**config.mk**
```make
export PLATFORM = sky130hd
export DESIGN_NAME = shift_fmt_unit
export DESIGN_NICKNAME = d
export VERILOG_FILES = /design/src/rtl/sfu_pkg.sv /design/src/rtl/sfu_lane.sv /design/src/rtl/sfu_format.sv /design/src/rtl/shift_fmt_unit.sv
export SDC_FILE = /design/constraint.sdc
export NUM_CORES = 1
export LEC_CHECK = 0
export BUFFER_PORTS_ARGS = -buffer_cell sky130_fd_sc_hd__buf_2
export CAP_MARGIN = 20
export CELL_PAD_IN_SITES_DETAIL_PLACEMENT = 1
export CELL_PAD_IN_SITES_GLOBAL_PLACEMENT = 1
export CORE_MARGIN = 10
export CORE_UTILIZATION = 25
export DETAILED_ROUTE_END_ITERATION = 10
export PLACE_DENSITY = 0.59
export SKIP_LAST_GASP = 1
export SLEW_MARGIN = 0
export SYNTH_ARGS = -nofsm -noshare
export SYNTH_HDL_FRONTEND = slang
export SYNTH_SLANG_ARGS = --single-unit
```
**constraint.sdc**
```tcl
create_clock -name clk -period 1.8 [get_ports clk]
set_input_delay 0.09 -clock clk [delete_from_list [all_inputs] [get_ports clk]]
set_output_delay 0.09 -clock clk [all_outputs]
set_load 0.02 [all_outputs]
```
**src/rtl/sfu_pkg.sv**
```systemverilog
package sfu_pkg;
  localparam int OP_W = 3;

  typedef enum logic [OP_W-1:0] {
    OP_SHL  = 3'd0,
    OP_RLC  = 3'd1,
    OP_SHR  = 3'd2,
    OP_RRC  = 3'd3,
    OP_SWAP = 3'd4,
    OP_SEXT = 3'd5,
    OP_RSV6 = 3'd6,
    OP_RSV7 = 3'd7
  } sfu_op_e;

  // Flag bundle in mask bit order {V,N,Z,C}
  typedef struct packed {
    logic v;
    logic n;
    logic z;
    logic c;
  } sfu_flags_t;

  localparam logic [3:0] MASK_ALL  = 4'b1111;
  localparam logic [3:0] MASK_NONE = 4'b0000;
endpackage

```
**src/rtl/sfu_lane.sv**
```systemverilog
// One-position shift/rotate lane of width LW, with flag generation.
module sfu_lane #(
  parameter int LW = 16
) (
  input  logic [LW-1:0]   x,
  input  logic            cin,
  input  logic [1:0]      kind,
  output logic [LW-1:0]   res,
  output sfu_pkg::sfu_flags_t flg
);
  localparam int MSB = LW - 1;

  always_comb begin
    res   = x;
    flg.c = 1'b0;
    flg.v = 1'b0;
    unique case (kind)
      2'd0: begin
        res   = {x[MSB-1:0], 1'b0};
        flg.c = x[MSB];
        flg.v = x[MSB] ^ x[MSB-1];
      end
      2'd1: begin
        res   = {x[MSB-1:0], cin};
        flg.c = x[MSB];
        flg.v = x[MSB] ^ x[MSB-1];
      end
      2'd2: begin
        res   = {x[MSB], x[MSB:1]};
        flg.c = x[0];
        flg.v = 1'b0;
      end
      default: begin
        res   = {cin, x[MSB:1]};
        flg.c = x[0];
        flg.v = ~x[MSB] & cin;
      end
    endcase
    flg.n = res[MSB];
    flg.z = ~|res;
  end
endmodule

```
**src/rtl/sfu_format.sv**
```systemverilog
// Word reformatting: byte exchange and low-byte sign extension.
module sfu_format #(
  parameter int DATA_W = 16
) (
  input  logic [DATA_W-1:0] x,
  output logic [DATA_W-1:0] swapped,
  output logic [DATA_W-1:0] extended,
  output sfu_pkg::sfu_flags_t ext_flg
);
  localparam int HALF = DATA_W / 2;

  assign swapped  = {x[HALF-1:0], x[DATA_W-1:HALF]};
  assign extended = {{HALF{x[HALF-1]}}, x[HALF-1:0]};

  always_comb begin
    ext_flg.n = extended[DATA_W-1];
    ext_flg.z = ~|extended;
    ext_flg.c = |extended;
    ext_flg.v = 1'b0;
  end
endmodule

```
**src/rtl/shift_fmt_unit.sv**
```systemverilog
module shift_fmt_unit #(
  parameter int DATA_W = 16
) (
  input  logic              clk,
  input  logic              rst,
  input  logic              in_valid,
  input  logic [2:0]        op_sel,
  input  logic              byte_mode,
  input  logic [DATA_W-1:0] operand,
  input  logic              carry_in,
  output logic              out_valid,
  output logic [DATA_W-1:0] result,
  output logic              flag_n,
  output logic              flag_z,
  output logic              flag_c,
  output logic              flag_v,
  output logic [3:0]        flag_upd
);
  import sfu_pkg::*;

  localparam int HALF   = DATA_W / 2;
  localparam int NLANES = 2;

  // Lane 0: full word, lane 1: low byte
  logic [DATA_W-1:0] lane_res [NLANES];
  sfu_flags_t        lane_flg [NLANES];

  for (genvar g = 0; g < NLANES; g++) begin : g_lane
    localparam int LW = DATA_W >> g;
    logic [LW-1:0] l_res;
    sfu_lane #(.LW(LW)) u_lane (
      .x    (operand[LW-1:0]),
      .cin  (carry_in),
      .kind (op_sel[1:0]),
      .res  (l_res),
      .flg  (lane_flg[g])
    );
    if (LW == DATA_W) begin : g_full
      assign lane_res[g] = l_res;
    end else begin : g_part
      assign lane_res[g] = {{(DATA_W-LW){1'b0}}, l_res};
    end
  end

  logic [DATA_W-1:0] swp_val, ext_val;
  sfu_flags_t        ext_flg;

  sfu_format #(.DATA_W(DATA_W)) u_fmt (
    .x        (operand),
    .swapped  (swp_val),
    .extended (ext_val),
    .ext_flg  (ext_flg)
  );

  logic [DATA_W-1:0] nxt_res;
  sfu_flags_t        nxt_flg;
  logic [3:0]        nxt_upd;
  sfu_op_e           op;

  assign op = sfu_op_e'(op_sel);

  always_comb begin
    nxt_res = operand;
    nxt_flg = '0;
    nxt_upd = MASK_NONE;
    unique case (op)
      OP_SHL, OP_RLC, OP_SHR, OP_RRC: begin
        nxt_res = byte_mode ? lane_res[1] : lane_res[0];
        nxt_flg = byte_mode ? lane_flg[1] : lane_flg[0];
        nxt_upd = MASK_ALL;
      end
      OP_SWAP: begin
        nxt_res = swp_val;
      end
      OP_SEXT: begin
        nxt_res = ext_val;
        nxt_flg = ext_flg;
        nxt_upd = MASK_ALL;
      end
      default: begin
        nxt_res = operand;
      end
    endcase
  end

  sfu_flags_t flg_q;

  always_ff @(posedge clk) begin
    if (rst) begin
      out_valid <= 1'b0;
      result    <= '0;
      flg_q     <= '0;
      flag_upd  <= '0;
    end else begin
      out_valid <= in_valid;
      if (in_valid) begin
        result   <= nxt_res;
        flg_q    <= nxt_flg;
        flag_upd <= nxt_upd;
      end
    end
  end

  assign flag_n = flg_q.n;
  assign flag_z = flg_q.z;
  assign flag_c = flg_q.c;
  assign flag_v = flg_q.v;
endmodule

```
==> results of run 1 <==
-- final timing paths --
check,from,endpoint,depth (start not counted)
min,operand[1],result[1],3
min reg2reg,flag_v,flag_v,2
max,op_sel[2],result[8],5
max reg2reg,result[8],result[8],2
-- per-layer routing --
metal,track usage [%],up-vias
met4,2.76,0
met2,18.1,54
met1,15.0,832
li1,-,847
met3,3.56,7
met5,0,-
-- through the flow --
step	total power, uW	std cells	worst slack, ns	instance area (um^2)	utilization, %
6_report	1430	323	0.453	1930	32.4
5_1_grt	1510	323	0.275	1930	32.4
4_1_cts	1450	323	0.430	1930	32.4
3_5_place_dp	960	319	0.201	1860	31.2
3_3_place_gp	956	319	0.254	1860	31.2
2_1_floorplan	803	208	0.436	1540	-
-- cell usage after synthesis, types with 5 or more instances --
cell	count
nand2b_1	6
nand2_1	18
a211oi_1	12
dfxtp_1	22
nor2_1	33
a22oi_1	5
inv_1	7
a221oi_1	8
buf_2	7
clkbuf_1	10
mux2i_1	11
o21ai_0	13
a21oi_1	11
-- cells by family (layout without fill, tap and decap cells) --
kind of cell / after synthesis / after routing / share of synthesized area [%]
compound gates: 71 / 71 / 32.4
simple gates: 71 / 71 / 20.6
buf+inv: 29 / 69 / 8.35
flops: 22 / 22 / 28.5
mux: 14 / 14 / 9.32
fa+ha+maj: 1 / 1 / 0.810
-- power breakdown --
| group | internal [uW] | switching [uW] | total [uW] |
|---|---|---|---|
| clock | 298 | 185 | 482 |
| sequential | 522 | 17.7 | 540 |
| combinational | 149 | 256 | 405 |
| total | 969 | 458 | 1430 |
-- worst min-delay path: stages --
cell	delay, ns
buf_2	0.14
nand3_1	0.08
a311oi_1	0.09
-- registers in the layout (all words and copies together), names as in the netlist --
name	flops
result	16
flag_n	1
flag_v	1
flag_upd	1
out_valid	1
flag_z	1
flag_c	1
-- placed cells by master (no fill, tap or decap), types with 2 or more instances in the layout --
cell	count
a2111oi_0	4
a31oi_1	4
mux2_2	3
nand2b_1	6
a211oi_1	12
nand2_1	18
dfxtp_1	22
clkbuf_8	3
nor2_1	33
mux2i_1	11
a21oi_1	11
buf_2	48
a221oi_1	8
a311oi_1	3
a31o_2	2
o21ai_0	13
buf_4	8
nor3_1	2
a22oi_1	5
nand3_1	4
nor2b_1	3
inv_1	7
-- final cells by class --
class	instances	area [um^2]	share of cell area, %
inverters	8	30.0	1.56
multi-input cells	157	975	50.5
repair buffers	57	320	16.6
well taps	75	93.8	4.86
clock buffers	3	41.3	2.14
flip-flops and latches	22	440	22.8
clock inverters	1	30.0	1.56
==> metrics.md, run 1 <==
| Metric | Value |
|---|---|
| Critical path launch point type | `input port` |
| Row count | `28` |
| Max-slew violations | `0` |
| MaxCap Viol Count | `0` |
| Relative slew slack | `between 60% and 70%` |
| Uppermost layer routed | `met4` |
| Ranking of synthesized cells by area | `dfxtp_1 29%, nor2_1 8.0%, mux2i_1 7.1%, a211oi_1 5.8%, a221oi_1 4.5%` |
| Min Tclk post-route | `approximately 1.3 ns` |
| Initial Util | `around a quarter` |
| Antenna Violating Nets Remaining | `0` |
| I/O pin cnt | `49` |
| CTS tree | `built` |
| Die area | `about 10000 um^2` |
| Diodes inserted | `0` |
| DRC | `0` |
| Iteration-0 DRC Markers | `66` |
| Crit-path cells | `buf_2 -> inv_2 -> nor3_1 -> a221oi_1 -> a2111oi_0` |
| Yosys reg bits | `22` |
| Outcome | `finished, final reports clean` |
| Post-CTS Resized | `0` |
| Chip width | `approximately 99 um` |
| Worst-path fanout max | `10` |
| Share of layout cells above drive strength 1 | `between 20% and 30%` |
| Worst path top cell family by delay | `compound AO/OA/AOI/OAI gates` |
| Root buf cell | `clkbuf_8` |
| Crit path buffers/inverters | `2` |
| Hold_ws | `roughly 0.18 ns` |
| Critical Path RT | `1.94 ns` |
| Final Wtd Congestion | `slightly above 0.8` |
| Post-synth EDFFs | `0` |
| Core box area | `slightly below 6000 um^2` |
| Final Hold Vio Count | `0` |
| Critical-path top delay cell | `nor3_1` |
| Final nets | `274` |
| Drt wl/cell | `18.1 um` |
| Power per cell area | `739 nW/um^2` |
| Share of the synthesized area in the top cell type | `between 20% and 30%` |
| Setup TNS | `0 ns` |
| Synth Flop Type | `dfxtp_1` |
| Synth Cell Area | `approximately 1500 um^2` |
| Ys Warns | `0` |
| Post-CTS setup buffers | `0` |
| CTS Buffer Depth | `2` |
| Critical path class | `in2reg` |
| Worst Setup End Kind | `flip-flop` |
| Port Buf Inserts | `48` |
| Vias in the first global route | `about 1800` |
| Largest area contributor in the netlist | `dfxtp_1` |
| Post-CTS Hold Buffers | `0` |
| M1 WL | `around 2800 um` |
| Final setup fails | `0` |
| DR WL met3 | `392 um` |
| R2R Setup Slk | `0.88 ns` |
| Worst Skew | `0 ns` |
| First-pass DRT Iterations | `5` |
| # H-tree levels | `1` |
| Syn nets | `approximately 230` |
| Final Cycle Share | `74.8%` |
| Clock latency on the worst-skew pair | `about 0.27 ns` |
| Slowest stage delay, CP | `0.47 ns` |
| Post-Syn Instances | `208` |
| Fmax | `742 MHz` |
| Post-synthesis async set-or-reset flop share | `0%` |
| HPWL after DPL | `approximately 4600 um` |
| Largest net degree at the start of global routing | `27` |
| Area growth syn-to-layout | `25.0%` |
| Vias/cell | `around 5.4` |
| Worst VDD drop | `between 200 and 250 uV` |
| Aggregate routed wire length | `5850 um` |
| Post-synthesis sequential area ratio | `between 20% and 30%` |
| GRT overflow | `0` |
| Total track usage | `between 10% and 20%` |
| Clk slew on worst S/H paths | `0.09 ns` |
| Clk sink count | `22` |
| Min-Delay Path Class | `in2reg` |
| Leak Pwr | `between 0.0008 and 0.0009 uW` |
| Crit path arrival time | `approximately 1.5 ns` |
| Initial antenna violation count | `0` |
| First-pass GRT wire length | `9480 um` |
| Count of unique library cells instantiated by Yosys | `39` |
| CTS Buf Count | `3` |
| Via count | `about 1700` |
| Worst slew pin tran | `0.581 ns` |
| Syn_area_per_cell | `~7.4 um^2` |
| Fillers | `746` |
| RSZ-0062 raised after global routing | `no` |
| Die Span Y | `between 90 and 100 um` |
| Routed wl met2 | `roughly 2500 um` |
No activity file was read; power rests on OpenSTA's default activity.
==> run 2: changes to the inputs <==
==> constraint.sdc (replaced) <==
create_clock -name clk -period 1.3 [get_ports clk]
set_input_delay 0.065 -clock clk [delete_from_list [all_inputs] [get_ports clk]]
set_output_delay 0.065 -clock clk [all_outputs]
set_load 0.02 [all_outputs]
==> metrics.md, run 2 (synthesized netlist as in run 1, its figures left out) <==
| Metric | Value |
|---|---|
| Outcome | `finished, final reports clean` |
| Initial antenna violation count | `0` |
| Worst-path fanout max | `2` |
| Crit-path cells | `buf_2 -> or4_4 -> nor3_4 -> nand4_1 -> a211o_1 -> a311oi_1` |
| R2R Setup Slk | `about 0.38 ns` |
| Worst Skew | `0 ns` |
| Die area | `~9700 um^2` |
| Drt wl/cell | `approximately 17 um` |
| Via count | `around 1800` |
| Power per cell area | `approximately 890 nW/um^2` |
| CTS Buf Count | `3` |
| Relative slew slack | `72.8%` |
| Total Power | `between 1500 and 2000 uW` |
| Core box area | `slightly below 6000 um^2` |
| Comb pwr share | `around a third` |
| Final nets | `roughly 300` |
| Vias/cell | `approximately 5.2` |
| Fmax | `approximately 770 MHz` |
| Slowest stage delay, CP | `~0.53 ns` |
| First-pass DRT Iterations | `4` |
| Critical Path RT | `roughly 1.5 ns` |
| Commonest non-fill, non-tap cell in the layout | `buf_2` |
| RSZ-0062 raised after global routing | `yes` |
| Vias in the first global route | `roughly 1800` |
| CTS tree | `built` |
| I/O pin cnt | `just under 50` |
| Clk sink count | `22` |
| Initial Util | `25.9%` |
| Worst slew pin tran | `0.398 ns` |
| Worst path top cell family by delay | `simple AND/OR/NAND/NOR gates` |
| Cell area after layout | `about 2100 um^2` |
| Fillers | `roughly 770` |
| Leak Pwr | `~0.00095 uW` |
| Clock power frac | `a little over a quarter` |
| # H-tree levels | `1` |
| Area growth syn-to-layout | `36.1%` |
| Switching share of total power | `between 30% and 40%` |
| Hold_ws | `roughly 0.17 ns` |
| Final Wtd Congestion | `between 0.8 and 0.9` |
| Largest net degree at the start of global routing | `29` |
| Die Span Y | `between 90 and 100 um` |
| Final Hold Vio Count | `0` |
| Worst Setup End Kind | `flip-flop` |
| Post-CTS Hold Buffers | `0` |
| Port Buf Inserts | `48` |
| Row count | `28` |
| Clk slew on worst S/H paths | `0.09 ns` |
| Share of layout cells above drive strength 1 | `roughly a third` |
| Crit path buffers/inverters | `1` |
| Final Cycle Share | `99.3%` |
| Worst VDD drop | `around 330 uV` |
| Placed inst area | `2040 um^2` |
| Most frequent cells in the layout | `48 x buf_2, 33 x nor2_1, 32 x buf_4, 22 x dfxtp_1, 18 x nand2_1` |
| Aggregate routed wire length | `approximately 6000 um` |
| DRC | `0` |
| Diodes inserted | `0` |
| Sequential group share of total power | `approximately 40%` |
| Critical-path top delay cell | `or4_4` |
| Int Pwr | `1250 uW` |
| Chip width | `about 100 um` |
| GRT overflow | `0` |
| Root buf cell | `clkbuf_8` |
| Area occupied by multi-input gates | `approximately 1000 um^2` |
| Critical path launch point type | `input port` |
| Register area | `about 440 um^2` |
| Net Switching | `around 630 uW` |
| Clock latency on the worst-skew pair | `roughly 0.26 ns` |
| Max reg flops | `16` |
| Crit path arrival time | `1.46 ns` |
| Min-Delay Path Class | `in2reg` |
| Iteration-0 DRC Markers | `about 90` |
| MaxCap Viol Count | `0` |
| Critical path class | `in2reg` |
| Largest Register | `result` |
| Max-slew violations | `0` |
| Dpl ws | `-0.265 ns` |
| Worst setup margin | `0.00861 ns` |
| Min Tclk post-route | `between 1 and 1.5 ns` |
| Antenna Violating Nets Remaining | `0` |
| CTS Buffer Depth | `2` |
| First-pass GRT wire length | `9520 um` |
| Final setup fails | `0` |
| Total track usage | `a little under an eighth` |
| HPWL after DPL | `approximately 4800 um` |
-- run 2: cell count changes in the layout (fill, tap and decap cells not counted) --
cell / previous run / this run
nor3_4: 0 / 1
nor3_2: 1 / 0
clkbuf_8: 3 / 4
buf_4: 8 / 32
bufinv_16: 1 / 0
-- run 2: path summary, 6_finish.rpt --
kind	depth (start not counted)	end	start
max	6	flag_z	operand[10]
min	2	result[7]	in_valid
max reg2reg	2	result[8]	result[8]
min reg2reg	2	flag_v	flag_v
-- run 2: worst register-to-register path, delay by kind of cell, from the launching register on --
kind             cells  cell delay (ns)
AND/OR/NAND/NOR      1             0.04
AO/OA/AOI/OAI        1             0.40
flip-flops           1             0.34
-- run 2: what timing repair did --
action	CTS	global route
resized for setup	0	1
setup buffers	0	0
endpoints found under the setup margin	0	2
-- run 2: power by group through the flow --
stage | Sequential, uW | Clock (uW) | Combinational (uW)
after floorplan | 824 | 0 | 288
after global placement | 762 | 0 | 617
after detailed placement | 764 | 0 | 621
after CTS | 749 | 525 | 624
after global routing | 753 | 551 | 682
final | 748 | 504 | 619
-- run 2: area by class of cell --
type | instances | share of cell area, %
multi-input combinational | 157 | 46.7
timing repair buffer | 81 | 23.8
sequential | 22 | 21.0
tap | 75 | 4.47
clock buffer | 4 | 2.62
inverter | 8 | 1.43
-- run 2: per-stage QoR --
stage	std cells	TNS [ns]	util (%)
finish	347	0	35.3
global route	347	-0.0340	35.3
CTS	347	0	35.2
detailed placement	343	-0.679	34.2
global placement	343	-0.445	34.2
floorplan	208	-0.0296	-
-- run 2: routing by layer --
metal / vias to the layer above / GRT usage (%) / share of wire, % / routed length, um
li1: 895 / - / - / -
met2: 49 / 18.7 / 44 / 2650
met3: 2 / 3.35 / 5.8 / 344
met1: 844 / 15.6 / 50 / 2970
met4: 0 / 0.992 / 0.22 / 13
met5: - / 0 / 0 / 0
